File: config.mk
export PLATFORM = sky130hd
export DESIGN_NAME = hybrid_prefix_adder
export DESIGN_NICKNAME = d
export VERILOG_FILES = /design/src/rtl/hybrid_prefix_adder_pkg.sv /design/src/rtl/hpa_gp_front.sv /design/src/rtl/hpa_low_tree.sv /design/src/rtl/hpa_high_tree.sv /design/src/rtl/hpa_sum_back.sv /design/src/rtl/hybrid_prefix_adder.sv
export SDC_FILE = /design/constraint.sdc
export NUM_CORES = 1
export LEC_CHECK = 0
export BUFFER_PORTS_ARGS = -buffer_cell sky130_fd_sc_hd__buf_2
export CAP_MARGIN = 20
export CORE_MARGIN = 5
export CORE_UTILIZATION = 47
export DETAILED_ROUTE_END_ITERATION = 10
export PLACE_DENSITY = 0.95
export SETUP_SLACK_MARGIN = 0.15
export SYNTH_ARGS = -nofsm -noshare
export SYNTH_HDL_FRONTEND = slang
export SYNTH_SLANG_ARGS = --single-unit
File: constraint.sdc
create_clock -name vclk -period 4.7
set_clock_uncertainty 0.15 [all_clocks]
set_input_delay 0 -clock vclk [all_inputs]
set_output_delay 0 -clock vclk [all_outputs]
set_load 0.01 [all_outputs]
File: src/rtl/hybrid_prefix_adder_pkg.sv
`timescale 1ns/1ps
package hybrid_prefix_adder_pkg;

  // integer helpers for elaboration-time sizing
  function automatic int int_pow(input int base, input int expo);
    int acc;
    acc = 1;
    for (int i = 0; i < expo; i++) acc = acc * base;
    return acc;
  endfunction

  function automatic int levels_for(input int radix, input int nodes);
    int reach;
    int lv;
    reach = 1;
    lv = 0;
    while (reach < nodes) begin
      reach = reach * radix;
      lv++;
    end
    return lv;
  endfunction

  // per-bit pre-processing
  function automatic logic bit_gen(input logic x, input logic y);
    return x & y;
  endfunction

  function automatic logic bit_prop(input logic x, input logic y);
    return x ^ y;
  endfunction

  // two-span merge: high span over low span
  function automatic logic merge2_g(input logic g_hi, input logic p_hi, input logic g_lo);
    return g_hi | (p_hi & g_lo);
  endfunction

  function automatic logic merge2_p(input logic p_hi, input logic p_lo);
    return p_hi & p_lo;
  endfunction

  // three-span merge: left (most significant), middle, right
  function automatic logic merge3_g(input logic g_l, input logic p_l,
                                    input logic g_m, input logic p_m,
                                    input logic g_r);
    return g_l | (p_l & g_m) | (p_l & p_m & g_r);
  endfunction

  function automatic logic merge3_p(input logic p_l, input logic p_m, input logic p_r);
    return p_l & p_m & p_r;
  endfunction

endpackage

File: src/rtl/hpa_gp_front.sv
`timescale 1ns/1ps
module hpa_gp_front
  import hybrid_prefix_adder_pkg::*;
#(
  parameter int W = 16
) (
  input  logic [W-1:0] a,
  input  logic [W-1:0] b,
  input  logic         cin,
  output logic [W:0]   node_g,
  output logic [W:1]   node_p
);
  // node 0 is the carry input: it generates on cin and never propagates
  assign node_g[0] = cin;

  for (genvar i = 0; i < W; i++) begin : g_bit
    assign node_g[i+1] = bit_gen(a[i], b[i]);
    assign node_p[i+1] = bit_prop(a[i], b[i]);
  end
endmodule

File: src/rtl/hpa_low_tree.sv
`timescale 1ns/1ps
module hpa_low_tree
  import hybrid_prefix_adder_pkg::*;
#(
  parameter int N      = 8,
  parameter bit RIPPLE = 1'b0
) (
  input  logic [N-1:0] g_in,
  input  logic [N-1:1] p_in,
  output logic [N-1:0] grp
);
  // grp[k] is the generate of nodes k down to 0, i.e. the carry into bit k
  if (RIPPLE) begin : g_chain
    assign grp[0] = g_in[0];
    for (genvar k = 1; k < N; k++) begin : g_step
      assign grp[k] = merge2_g(g_in[k], p_in[k], grp[k-1]);
    end
  end else begin : g_ks
    localparam int L = levels_for(2, N);
    logic [N-1:0] gl [0:L];
    logic [N-1:0] pl [0:L-1];
    assign gl[0] = g_in;
    assign pl[0] = {p_in, 1'b0};

    for (genvar l = 0; l < L; l++) begin : g_lvl
      localparam int D = int_pow(2, l);
      for (genvar j = 0; j < N; j++) begin : g_node
        if (j >= D) begin : g_cell
          assign gl[l+1][j] = merge2_g(gl[l][j], pl[l][j], gl[l][j-D]);
          if (l < L-1) begin : g_pk
            assign pl[l+1][j] = merge2_p(pl[l][j], pl[l][j-D]);
          end
        end else begin : g_pass
          assign gl[l+1][j] = gl[l][j];
          if (l < L-1) begin : g_pp
            assign pl[l+1][j] = pl[l][j];
          end
        end
      end
    end
    assign grp = gl[L];
  end
endmodule

File: src/rtl/hpa_high_tree.sv
`timescale 1ns/1ps
module hpa_high_tree
  import hybrid_prefix_adder_pkg::*;
#(
  parameter int N = 9
) (
  input  logic [N-1:0] g_in,
  input  logic [N-1:0] p_in,
  output logic [N-1:0] grp_g,
  output logic [N-1:0] grp_p
);
  // radix-3 prefix over the segment; at level l node j merges j, j-3^l, j-2*3^l
  localparam int L = levels_for(3, N);

  logic [N-1:0] gl [0:L];
  logic [N-1:0] pl [0:L];
  assign gl[0] = g_in;
  assign pl[0] = p_in;

  for (genvar l = 0; l < L; l++) begin : g_lvl
    localparam int D = int_pow(3, l);
    for (genvar j = 0; j < N; j++) begin : g_node
      if (j >= 2*D) begin : g_tri
        assign gl[l+1][j] = merge3_g(gl[l][j], pl[l][j], gl[l][j-D], pl[l][j-D], gl[l][j-2*D]);
        assign pl[l+1][j] = merge3_p(pl[l][j], pl[l][j-D], pl[l][j-2*D]);
      end else if (j >= D) begin : g_duo
        assign gl[l+1][j] = merge2_g(gl[l][j], pl[l][j], gl[l][j-D]);
        assign pl[l+1][j] = merge2_p(pl[l][j], pl[l][j-D]);
      end else begin : g_pass
        assign gl[l+1][j] = gl[l][j];
        assign pl[l+1][j] = pl[l][j];
      end
    end
  end

  assign grp_g = gl[L];
  assign grp_p = pl[L];
endmodule

File: src/rtl/hpa_sum_back.sv
`timescale 1ns/1ps
module hpa_sum_back
  import hybrid_prefix_adder_pkg::*;
#(
  parameter int W = 16
) (
  input  logic [W:1]   p_bits,
  input  logic [W-1:0] carry_bits,
  output logic [W-1:0] sum
);
  for (genvar i = 0; i < W; i++) begin : g_bit
    assign sum[i] = bit_prop(p_bits[i+1], carry_bits[i]);
  end
endmodule

File: src/rtl/hybrid_prefix_adder.sv
`timescale 1ns/1ps
module hybrid_prefix_adder
  import hybrid_prefix_adder_pkg::*;
#(
  parameter int W          = 16,
  parameter int LOW_SPAN   = 8,
  parameter bit LOW_RIPPLE = 1'b0
) (
  input  logic [W-1:0] a,
  input  logic [W-1:0] b,
  input  logic         cin,
  output logic [W-1:0] sum,
  output logic         cout
);
  localparam int HI_SPAN = W + 1 - LOW_SPAN;

  logic [W:0]          node_g;
  logic [W:1]          node_p;
  logic [LOW_SPAN-1:0] lo_grp;
  logic [HI_SPAN-1:0]  hi_g;
  logic [HI_SPAN-1:0]  hi_p;
  logic [W:0]          carry;   // carry[i] enters bit i; carry[W] leaves the word

  hpa_gp_front #(.W(W)) u_front (
    .a      (a),
    .b      (b),
    .cin    (cin),
    .node_g (node_g),
    .node_p (node_p)
  );

  hpa_low_tree #(.N(LOW_SPAN), .RIPPLE(LOW_RIPPLE)) u_low (
    .g_in (node_g[LOW_SPAN-1:0]),
    .p_in (node_p[LOW_SPAN-1:1]),
    .grp  (lo_grp)
  );

  hpa_high_tree #(.N(HI_SPAN)) u_high (
    .g_in  (node_g[W:LOW_SPAN]),
    .p_in  (node_p[W:LOW_SPAN]),
    .grp_g (hi_g),
    .grp_p (hi_p)
  );

  assign carry[LOW_SPAN-1:0] = lo_grp;

  // generate-only join of each upper group with the lower segment carry
  for (genvar k = 0; k < HI_SPAN; k++) begin : g_join
    assign carry[LOW_SPAN+k] = merge2_g(hi_g[k], hi_p[k], lo_grp[LOW_SPAN-1]);
  end

  hpa_sum_back #(.W(W)) u_back (
    .p_bits     (node_p),
    .carry_bits (carry[W-1:0]),
    .sum        (sum)
  );

  assign cout = carry[W];
endmodule

==> summary.md <==
| Metric | Value |
|---|---|
| Max Cap Viol | `0` |
| Pre-Repair DR Iteration Count | `4` |
| Final hold slack | `between 0.2 and 0.25 ns` |
| Relative slew margins | `75.37%` |
| Seq cells | `0` |
| Achievable frequency | `0.4661 GHz` |
| Final hold vios | `0` |
| Final Core Density | `between 70% and 80%` |
| Setup bufs post-CTS | `0` |
| Gpl congestion | `between 0.8 and 0.9` |
| Post-synthesis sequential area ratio | `0%` |
| Clock buf count | `0` |
| ANT cells | `0` |
| Sw Ratio | `~54%` |
| Syn-to-layout area delta | `38.67%` |
| Post-Syn Nets | `133` |
| Crit share post-route | `a little under half` |
| Global-route wire length before repair | `~3500 um` |
| Syn Area/Cell | `around 8.5 um^2` |
| PD cells | `~170 nW/um^2` |
| Clock share of power | `0%` |
| Chip Height | `roughly 48 um` |
| Slew Viols, Final | `0` |
| Vias in the first global route | `roughly 860` |
| Remaining DRCs | `0` |
| Critical path arrival | `about 2.0 ns` |
| Crit. End Element | `output pin` |
| Core Footprint | `about 1400 um^2` |
| Status | `finished clean` |
| Worst Setup Start Kind | `primary input` |
| Netlist Area Pre-Place | `695.7 um^2` |
| HP Class | `in -> out` |
| Sequential share of power | `0%` |
| Yosys warnings | `0` |
| Via count | `822` |
| Setup violators final | `0` |
| Dpl hpwl | `between 1500 and 2000 um` |
| Setup tns final | `0 ns` |
| Initial DRC Count | `15` |
| Critical path fanouts, max | `3` |
| Final ANT Viol Nets | `0` |
| Worst Tran Pin Value | `0.3647 ns` |
| Library cells used by synthesis | `26` |
| CTS Hold Buffers Added | `0` |
| Internal | `approximately 76 uW` |
| Rows | `13` |
| Mapped Cells | `82` |
| Initial antenna violation count | `0` |
| Peak VDD IR | `about 0.1 mV` |
| Comb pwr share | `100.0%` |
| Share of cells above drive strength 1 | `43.94%` |
| Placed Instances | `approximately 150` |
| Total grt overflow | `0` |
| Psw | `around 89 uW` |
| Final nets | `between 150 and 200` |
| Drt wl/cell | `14.01 um` |
| Routed vias/inst | `around 5.6` |
| Setup Crit Path Kind | `in -> out` |
| CTS resizes | `0` |
| Non-filler instance count after layout | `147` |
| Die Wd | `~48 um` |
| Initial Utilization | `between 50% and 60%` |
| Pin count of the biggest net entering global routing | `6` |
| Total routed wirelength | `~2100 um` |
| Port bufs | `50` |
| Die area | `2349 um^2` |
| RSZ-0062 raised after global routing | `false` |
| Tot Pwr | `~160 uW` |
| IO Pins | `50` |
| Lkg Pwr | `0.4965 nW` |
| Register area | `0 um^2` |
| Total GRT Usage | `between 10% and 20%` |
| Minimum clock period | `about 2.1 ns` |
| Crit path required time | `between 4 and 5 ns` |
-- metal layers --
| metal | global-route usage [%] | wire (um) | part of all wire [%] |
|---|---|---|---|
| met5 | 0 | 0 | 0 |
| met4 | 2.691 | 13 | 0.63 |
| met3 | 2.752 | 197 | 9.6 |
| met2 | 35.22 | 1137 | 55 |
| met1 | 16.39 | 712 | 35 |
-- stage by stage --
stage	cell area (um^2)	setup slack (ns)
final	964.7	2.555
after global routing	964.7	2.457
after CTS	964.7	2.589
after detailed placement	964.7	2.593
after global placement	964.7	2.639
after floorplan	695.7	2.888
-- final cells by class --
type | instances | area (um^2)
multi-input cells | 76 | 673.1
fillers | 111 | 385.4
repair buffers | 50 | 250.2
inverters | 6 | 22.52
well taps | 15 | 18.77
-- final timing paths --
| kind | startpoint | endpoint | slack (ns) | cells after the start |
|---|---|---|---|---|
| setup / recovery | a[0] | sum[7] | 2.55 | 10 |
| hold / removal | cin | sum[0] | 0.21 | 3 |
-- critical path, cell delays in order --
cell,delay [ns]
buf_2,0.12
fa_1,0.46
a21oi_1,0.25
o22ai_2,0.16
o21ai_0,0.17
nand2b_1,0.07
a21oi_1,0.17
fa_1,0.42
inv_1,0.06
buf_2,0.12
-- logic make-up (layout without fill, tap and decap cells) --
logic type,Yosys count,count (layout),synth area share (%)
adders and majority gates,18,18,34.53
and+or+nand+nor,19,19,14.03
AOI/OAI and AO/OA,25,25,30.58
xor gates and xnor gates,14,14,17.63
buffers and inverters,6,56,3.237
-- Yosys cell counts, drive strengths merged --
library cell	instances	area (um^2)
nand2	4	15.01
o21ai	4	20.01
a41oi	2	43.80
nor2	5	18.77
fa	2	40.04
nand4	2	12.51
inv	6	22.52
a21oi	11	58.81
o22ai	1	12.51
a21o	1	7.510
and2b	1	7.510
a211oi	1	7.510
nand3	3	20.02
o211ai	1	21.27
xor2	3	26.28
xnor2	11	96.34
nor3	1	5.000
o31ai	2	25.02
nand2b	3	18.77
o41ai	1	8.760
o21bai	1	7.510
ha	16	200.2
-- power by group through the flow --
stage	sequential (mW)	clock, mW	combinational, mW
2_1_floorplan	0	0	0.105
3_3_place_gp	0	0	0.156
3_5_place_dp	0	0	0.164
4_1_cts	0	0	0.165
5_1_grt	0	0	0.181
6_report	0	0	0.164
-- cells in the final DEF (no fill, tap or decap), drive strengths merged, types with 2 or more instances in the layout --
cell type	instances
nand4	2
nand2b	3
buf	50
nand2	4
ha	16
a21oi	11
nor2	5
fa	2
xnor2	11
inv	6
xor2	3
nand3	3
o31ai	2
o21ai	4
a41oi	2
Power figures use the tool's default switching activity.
